[config.mk]
export PLATFORM = sky130hd
export DESIGN_NAME = pcib_ctl_regs
export DESIGN_NICKNAME = d
export VERILOG_FILES = /design/src/rtl/pcib_pkg.sv /design/src/rtl/pcib_hdr_rom.sv /design/src/rtl/pcib_vendor_regs.sv /design/src/rtl/pcib_win_decode.sv /design/src/rtl/pcib_ctl_regs.sv
export SDC_FILE = /design/constraint.sdc
export NUM_CORES = 1
export LEC_CHECK = 0
export ABC_AREA = 1
export BUFFER_PORTS_ARGS = -buffer_cell sky130_fd_sc_hd__buf_2
export CAP_MARGIN = 40
export CORE_MARGIN = 2
export CORE_UTILIZATION = 50
export CTS_CLUSTER_SIZE = 16
export DETAILED_ROUTE_END_ITERATION = 6
export PLACE_DENSITY = 0.81
export SLEW_MARGIN = 0
export SYNTH_ARGS = -nofsm -noshare
export SYNTH_HDL_FRONTEND = slang
export SYNTH_SLANG_ARGS = --single-unit
export TNS_END_PERCENT = 30
[constraint.sdc]
create_clock -name clk -period 3.39 [get_ports clk]
set_input_delay 0.1695 -clock clk [delete_from_list [all_inputs] [get_ports clk]]
set_output_delay 0.1695 -clock clk [all_outputs]
set_load 0.05 [all_outputs]
[src/rtl/pcib_pkg.sv]
`timescale 1ns/1ps
package pcib_pkg;

  localparam int unsigned DATA_W  = 32;
  localparam int unsigned WIDX_W  = 6;
  localparam int unsigned PAGE_W  = 8;
  localparam int unsigned BRID_W  = 2;

  // header word indices (below the vendor area)
  localparam logic [WIDX_W-1:0] IX_IDENT = 6'd0;
  localparam logic [WIDX_W-1:0] IX_CMD   = 6'd1;
  localparam logic [WIDX_W-1:0] IX_CLASS = 6'd2;
  localparam logic [WIDX_W-1:0] IX_LINE  = 6'd3;

  // first word index of the implementation-specific area (byte 64)
  localparam logic [WIDX_W-1:0] IX_VBASE = 6'd16;

  // implementation-specific registers
  localparam logic [WIDX_W-1:0] IX_WMASK = 6'd16;
  localparam logic [WIDX_W-1:0] IX_MODE  = 6'd18;
  localparam logic [WIDX_W-1:0] IX_HOLD  = 6'd20;

  // window geometry
  localparam int unsigned N_COARSE   = 15;
  localparam int unsigned N_FINE     = 16;
  localparam int unsigned COARSE_LSB = 16;
  localparam logic [3:0]  TOP_NIBBLE = 4'hF;

  typedef struct packed {
    logic [DATA_W-1:0] wmask;
    logic [DATA_W-1:0] mode;
  } vregs_t;

  typedef enum logic [1:0] {
    ACC_IDLE  = 2'b00,
    ACC_READ  = 2'b01,
    ACC_WRITE = 2'b10
  } acc_e;

endpackage

[src/rtl/pcib_hdr_rom.sv]
`timescale 1ns/1ps
module pcib_hdr_rom
  import pcib_pkg::*;
#(
  parameter logic [15:0] VENDOR_ID = 16'h1234,
  parameter logic [15:0] DEVICE_ID = 16'h0001,
  parameter logic [15:0] CMD_VAL   = 16'h0016,
  parameter logic [7:0]  LINE_VAL  = 8'd8,
  parameter logic [23:0] CLASS_VAL = 24'h060000
) (
  input  logic [WIDX_W-1:0] widx,
  input  logic [7:0]        rev_id,
  output logic              in_hdr,
  output logic [DATA_W-1:0] rdata
);

  localparam logic [DATA_W-1:0] W_IDENT = {DEVICE_ID, VENDOR_ID};
  localparam logic [DATA_W-1:0] W_CMD   = {16'h0000, CMD_VAL};
  localparam logic [DATA_W-1:0] W_LINE  = {24'h000000, LINE_VAL};

  assign in_hdr = (widx < IX_VBASE);

  always_comb begin
    rdata = '0;
    if (in_hdr) begin
      unique case (widx)
        IX_IDENT: rdata = W_IDENT;
        IX_CMD:   rdata = W_CMD;
        IX_CLASS: rdata = {CLASS_VAL, rev_id};
        IX_LINE:  rdata = W_LINE;
        default:  rdata = '0;
      endcase
    end
  end

endmodule

[src/rtl/pcib_vendor_regs.sv]
`timescale 1ns/1ps
module pcib_vendor_regs
  import pcib_pkg::*;
#(
  parameter int unsigned HOLD_W   = 5,
  parameter int unsigned HOLD_RST = 8
) (
  input  logic              clk,
  input  logic              rst_n,
  input  logic [BRID_W-1:0] bridge_id,
  input  logic              wr_en,
  input  logic [WIDX_W-1:0] widx,
  input  logic [DATA_W-1:0] wdata,
  output vregs_t            regs,
  output logic [DATA_W-1:0] rdata
);

  localparam int unsigned HOLD_PAD = DATA_W - HOLD_W;
  localparam int unsigned SLICE_SH = 2;

  logic [HOLD_W-1:0] hold_q;
  logic [DATA_W-1:0] wmask_rst;
  logic [DATA_W-1:0] mode_rst;

  // reset values follow the bridge number strap
  assign wmask_rst = DATA_W'(3) << (SLICE_SH * bridge_id);
  assign mode_rst  = (DATA_W'(bridge_id) << 2) | DATA_W'(3);

  always_ff @(posedge clk) begin
    if (!rst_n) begin
      regs.wmask <= wmask_rst;
      regs.mode  <= mode_rst;
      hold_q     <= HOLD_W'(HOLD_RST);
    end else if (wr_en) begin
      if (widx == IX_WMASK) regs.wmask <= wdata;
      if (widx == IX_MODE)  regs.mode  <= wdata;
      if (widx == IX_HOLD)  hold_q     <= wdata[HOLD_W-1:0];
    end
  end

  always_comb begin
    unique case (widx)
      IX_WMASK: rdata = regs.wmask;
      IX_MODE:  rdata = regs.mode;
      IX_HOLD:  rdata = {{HOLD_PAD{1'b0}}, hold_q};
      default:  rdata = '0;
    endcase
  end

endmodule

[src/rtl/pcib_win_decode.sv]
`timescale 1ns/1ps
module pcib_win_decode
  import pcib_pkg::*;
(
  input  logic [PAGE_W-1:0]              page,
  input  logic [COARSE_LSB+N_COARSE-1:0] wmask,
  input  logic [BRID_W-1:0]              bridge_id,
  output logic                           win_hit,
  output logic                           ctl_hit
);

  localparam int unsigned NIB = PAGE_W / 2;

  logic [NIB-1:0]      hi_nib;
  logic [NIB-1:0]      lo_nib;
  logic [N_COARSE-1:0] coarse_hit;
  logic [N_FINE-1:0]   fine_hit;

  assign hi_nib = page[PAGE_W-1:NIB];
  assign lo_nib = page[NIB-1:0];

  for (genvar k = 0; k < N_COARSE; k++) begin : g_coarse
    assign coarse_hit[k] = wmask[COARSE_LSB+k] && (hi_nib == NIB'(k));
  end

  for (genvar k = 0; k < N_FINE; k++) begin : g_fine
    assign fine_hit[k] = wmask[k] && (hi_nib == TOP_NIBBLE) && (lo_nib == NIB'(k));
  end

  assign win_hit = (|coarse_hit) || (|fine_hit);

  // the control window is the first 16 MB of this bridge's 32 MB slice
  assign ctl_hit = (hi_nib == TOP_NIBBLE) && (lo_nib == {1'b0, bridge_id, 1'b0});

endmodule

[src/rtl/pcib_ctl_regs.sv]
`timescale 1ns/1ps
module pcib_ctl_regs
  import pcib_pkg::*;
#(
  parameter logic [15:0] VENDOR_ID = 16'h1234,
  parameter logic [15:0] DEVICE_ID = 16'h0001,
  parameter int unsigned HOLD_W    = 5,
  parameter int unsigned HOLD_RST  = 8
) (
  input  logic              clk,
  input  logic              rst_n,
  input  logic [1:0]        bridge_id,
  input  logic [7:0]        rev_id,
  input  logic              cfg_sel,
  input  logic              cfg_we,
  input  logic [5:0]        cfg_widx,
  input  logic [31:0]       cfg_wdata,
  output logic [31:0]       cfg_rdata,
  output logic              cfg_rvalid,
  input  logic [7:0]        win_page,
  output logic              win_hit,
  output logic              ctl_hit
);

  localparam int unsigned DEC_W = COARSE_LSB + N_COARSE;

  acc_e              acc;
  logic              in_hdr;
  logic [DATA_W-1:0] hdr_rdata;
  logic [DATA_W-1:0] vnd_rdata;
  logic [DATA_W-1:0] mux_rdata;
  vregs_t            regs;
  logic [DATA_W-1:0] mask_q;
  logic [DATA_W-1:0] rdata_q;
  logic              rvalid_q;

  always_comb begin
    if (!cfg_sel)    acc = ACC_IDLE;
    else if (cfg_we) acc = ACC_WRITE;
    else             acc = ACC_READ;
  end

  pcib_hdr_rom #(
    .VENDOR_ID (VENDOR_ID),
    .DEVICE_ID (DEVICE_ID)
  ) u_hdr (
    .widx   (cfg_widx),
    .rev_id (rev_id),
    .in_hdr (in_hdr),
    .rdata  (hdr_rdata)
  );

  pcib_vendor_regs #(
    .HOLD_W   (HOLD_W),
    .HOLD_RST (HOLD_RST)
  ) u_vnd (
    .clk       (clk),
    .rst_n     (rst_n),
    .bridge_id (bridge_id),
    .wr_en     (acc == ACC_WRITE),
    .widx      (cfg_widx),
    .wdata     (cfg_wdata),
    .regs      (regs),
    .rdata     (vnd_rdata)
  );

  assign mask_q    = regs.wmask;
  assign mux_rdata = in_hdr ? hdr_rdata : vnd_rdata;

  always_ff @(posedge clk) begin
    if (!rst_n) begin
      rdata_q  <= '0;
      rvalid_q <= 1'b0;
    end else begin
      rvalid_q <= (acc == ACC_READ);
      if (acc == ACC_READ) rdata_q <= mux_rdata;
    end
  end

  assign cfg_rdata  = rdata_q;
  assign cfg_rvalid = rvalid_q;

  pcib_win_decode u_dec (
    .page      (win_page),
    .wmask     (mask_q[DEC_W-1:0]),
    .bridge_id (bridge_id),
    .win_hit   (win_hit),
    .ctl_hit   (ctl_hit)
  );

  // bit 31 of the mask and the mode word are stored for readback only
  logic unused_ok;
  assign unused_ok = ^{mask_q[DATA_W-1:DEC_W], regs.mode};

endmodule

# [Word-level counts from Yosys, hierarchy flattened]
# Cells that the tools add are included.
[word_totals] elab_cells=117 register_bits=102
[classes] n_lt_le_gt_ge=1 n_eq_ne=42 n_reduce_logical=58 n_mux=9 shift=1
[op_table] operator="two-way mux 64 bit" count=2
[op_table] operator="case mux 27 bit (4 select lines)" count=1
[op_table] operator="two-way mux 32 bit" count=3
[op_table] operator="case mux 32 bit (3 select lines)" count=1
[op_table] operator="equality test 4 bit (second input constant)" count=16
[op_table] operator="logical AND 1 bit" count=48
[op_table] operator="equality test 4 x 3 -> 1 bit (second input constant)" count=8
[op_table] operator="<< shifter 2 x 3 -> 32 bit (first input constant)" count=1
[op_table] operator="equality test 6 x 5 -> 1 bit (second input constant)" count=3
[op_table] operator="equality test 4 x 2 -> 1 bit (second input constant)" count=4
[op_table] operator="OR reduction 16 bit" count=1
[op_table] operator="OR reduction 15 bit" count=1
[op_table] operator="equality test 6 x 2 -> 1 bit (second input constant)" count=2
[op_table] operator="equality test 4 x 1 -> 1 bit (second input constant)" count=2
[op_table] operator="zero test 4 bit" count=2
[op_table] operator="AND reduction 2 bit" count=4
[op_table] operator="equality test 6 x 1 -> 1 bit (second input constant)" count=1
[op_table] operator="zero test 6 bit" count=1
[op_table] operator="less-than comparator 6 x 5 -> 1 bit (second input constant)" count=1
[op_table] operator="inequality test 2 x 1 -> 1 bit (second input constant)" count=3
[op_table] operator="equality test 4 x 3 -> 1 bit" count=1
[op_table] operator="two-way mux 2 bit" count=2
[op_table] operator="equality test 2 x 1 -> 1 bit (second input constant)" count=1
[op_table] operator="equality test 2 bit (second input constant)" count=1
[op_table] operator="logical OR 1 bit" count=1

# [Depth between registers and ports, before layout]
[depth] ltp_word=5 mapped_depth=11 ltp_nobuf=10

# [Hierarchy]
# Synthesis repeated with hierarchy kept, for this count alone.
[hier_totals] hier_cells=928 area_unflattened_um2=6032.0
[by_module_without_submodules] mod="pcib_vendor_regs" cells_per_inst=424 instances=1 seq_area_each_um2=1721.7 area_each_um2=3331.9
[by_module_without_submodules] mod="pcib_ctl_regs" cells_per_inst=348 instances=1 seq_area_each_um2=660.6 area_each_um2=1948.1
[by_module_without_submodules] mod="pcib_win_decode" cells_per_inst=102 instances=1 seq_area_each_um2=0.0 area_each_um2=439.2
[by_module_without_submodules] mod="pcib_hdr_rom" cells_per_inst=54 instances=1 seq_area_each_um2=0.0 area_each_um2=312.8

# [Worst setup path before layout]
# No wires, ideal clock.
[synth_path] path_kind="input -> register" from="input port cfg_widx[1]" to="register, netlist name u_vnd.regs[32]" setup_ns=0.466 path_stages=3 setup_slack_ns=0.054 arrival_time_ns=2.870 t_required_ns=2.924 cell_sequence="nor2_2 -> nand3_1 -> o21ai_0"
[synth_via] elab_chain_len=3
[synth_lines] item="start, declared" line_no="pcib_ctl_regs.sv:16" source="input logic [5:0] cfg_widx,"
[synth_lines] item="equality test 6 x 5 -> 1 bit" line_no="pcib_vendor_regs.sv:35" source="if (widx == IX_WMASK) regs.wmask <= wdata;"
[synth_lines] item="inequality test 2 x 1 -> 1 bit (no source line)"
[synth_lines] item="AND reduction 2 bit (no source line)"
# No other way between the ends.
# A chain may end at the register's enable or synchronous reset.

# [Worst setup path in the final report]
[layout_path] from="input port cfg_widx[1]" to="register, netlist name u_vnd.regs[47]"
[layout_via] elab_chain_len=3
[layout_lines] item="equality test 6 x 5 -> 1 bit" line_no="pcib_vendor_regs.sv:35"
[layout_lines] item="inequality test 2 x 1 -> 1 bit (no source line)"
[layout_lines] item="AND reduction 2 bit (no source line)"
# No other way between the ends.

==> flow_summary.ini <==
[outcome]
status = completed

[routing]
dr.max_layer_used = met4
viasPerCell = 5.256
dr.pass1.iters = 5
num_vias = 4489
antenna_left = 0
wl_met1_mm = 5.464
wl_mm = 12.44
wire_per_inst_um = 14.56
routed-wl-met3_um = 863
wl_met2_mm = 5.787
drcViolationCount = 0
drtIter0Drc = 358

[placement]
pre_cts_slack_ps = 1108
post-place-cells = 838
gp_congestion = 0.9053
port_buffers = 94
dp_hpwl_mm = 9.014

[setup_path]
crit_buf_inv = 2
crit_path_cell_trace = buf_2 -> nor2_2 -> nand3_1 -> o21ai_2 -> buf_4
worst_setup_path_end_kind = register
arrival_ps = 2000
critPathKind = in2reg
crit_family = compound AO/OA/AOI/OAI gates
r2r_slack_ps = 2410
slowest_delay_ps = 770
start_kind = primary input
crit_fanout = 17
crit_slowest_cell = o21ai_2
crit_required_ps = 3450

[cts]
cts_buffer_depth = 2
root_buffer = clkbuf_8
cts_tree = yes
clock_latency_ps = 370
cts_sinks = 102
post-cts-setup-buffers = 0
cts_resized = 0
ctsHoldBuffers = 0
numCtsBuffers = 9
clkTransAtPathRegs_ps = 90
cts-htree-levels = 3

[sta]
whs_ps = 42.67
tightestPinTransition_ps = 856.3
worst_slack_ps = 1451
maxSlewViolCount = 0
period_share = 0.5720
final-setup-viol-count = 0
finalCriticalPeriod_ps = 1939
rsz0062_at_grt = no
fin_worst_skew_ps = 10.61
fmax_ghz = 0.5157
slew_headroom = 0.4291
hold_viol = 0
setup_tns_ps = 0

[synthesis]
synth_top_area_share = 0.2851
yosysWarningCount = 0
synth_edf_count = 34
ys_ff_latch = 102
syn_area_per_cell_um2 = 7.495
seq_area_frac_synth = 0.4990
synth_ff_type = dfxtp_1
synth.area.top_cells = dfxtp_1, edfxtp_1, nand2_1, inv_1, nor2_1
syn_area_um2 = 4775
synth_cell_type_count = 31
syn_inst = 637
syn_nets = 697
synthArstFlopShare = 0
yosysTopAreaCell = dfxtp_1

[floorplanning]
fp-row-count = 35
start_util = 0.5167
pin_count = 95
die_area_um2 = 10350
core-area_um2 = 9240
fp.dieW_um = 101.7
fp.dieH_um = 101.7

[global_routing]
grt_usage = 0.2499
grt_max_degree = 43
first_global_vias = 4251
grt_pass1_wl_mm = 20.20
grt-ovfl-total = 0
antenna_found_initial = 0

[finish]
synthToLayoutAreaGrowth_pct = 15.78
drive_gt1_frac = 0.1903
final_cells = 854
fill_cells = 855
antennaDiodeCount = 0
final_nets = 780

[power_and_ir_drop]
leakage_nw = 2.566
finalPower_mw = 2.356
irDropWorstVdd_mv = 0.2275
pwr_density_cell_nw_per_um2 = 426.3

[min_path]
hold_path.class = in2reg

[run]
cap_violations = 0
==> cells in the mapped netlist, drive strengths merged, types with 10 or more instances <==
cell type / count
nor2: 64
inv: 70
a22oi: 10
o21ai: 50
edfxtp: 34
clkbuf: 13
dfxtp: 68
nand2: 204
nor3: 11
nand3: 41
a21oi: 41
buf: 17
==> cells in the final DEF, fill, tap and decap left out, types with 5 or more instances in the layout <==
master,n
o22ai_1,6
nand2_1,200
buf_4,7
edfxtp_1,34
clkbuf_8,9
nor2_4,5
nor3_1,11
o21ai_0,34
nand3_1,41
dfxtp_1,68
a21oi_1,38
nor2_1,57
buf_2,94
a22oi_1,10
inv_1,67
o21ai_1,14
==> final timing paths <==
| path | startpoint | endpoint | depth (start not counted) |
|---|---|---|---|
| min reg2reg | u_vnd.regs[1] | u_vnd.regs[1] | 2 |
| max reg2reg | u_vnd.regs[5] | cfg_rdata[5] | 4 |
| min | cfg_wdata[4] | u_vnd.hold_q[4] | 3 |
| max | cfg_widx[1] | u_vnd.regs[47] | 5 |
==> cells by family after synthesis <==
logic type      count (synthesis)  synth area share
compound gates                111            0.1292
buf+inv                       101           0.09224
flops                         102            0.4990
simple gates                  323            0.2796
==> through the flow <==
stage                       util  cell area, um^2
final                     0.5982             5528
after global routing      0.5982             5528
after CTS                 0.5982             5528
after detailed placement  0.5756             5319
after global placement    0.5726             5291
after floorplan                -             4775
==> registers in the layout (all words and copies together), names as in the netlist <==
signal	count
u_vnd.regs	64
cfg_rdata	32
u_vnd.hold_q	5
cfg_rvalid	1
==> layer usage <==
| layer | vias up | track usage |
|---|---|---|
| li1 | 2215 | - |
| met1 | 2054 | 0.3367 |
| met2 | 198 | 0.4069 |
| met4 | 0 | 0.1071 |
| met3 | 22 | 0.02968 |
| met5 | - | 0 |
==> layout make-up <==
| type | count | area, um^2 | area share |
|---|---|---|---|
| repair buffers | 102 | 550.5 | 0.09959 |
| clock inverters | 4 | 31.28 | 0.005659 |
| multi-input cells | 434 | 1958 | 0.3542 |
| well taps | 129 | 161.4 | 0.02920 |
| inverters | 71 | 266.5 | 0.04821 |
| flip-flops and latches | 102 | 2382 | 0.4310 |
| clock buffers | 12 | 177.7 | 0.03214 |
==> worst reg2reg max path: stages (launching register included) <==
cell	delay [ps]
dfxtp_1	320
inv_1	40
o21ai_0	300
nand3_1	120
a21oi_1	130
==> where the power goes <==
group	internal (mW)	switching [mW]
logic	0.0728	0.167
registers	1.30	0.0190
clock network	0.363	0.434
total	1.74	0.620
No activity file was read; power rests on OpenSTA's default activity.
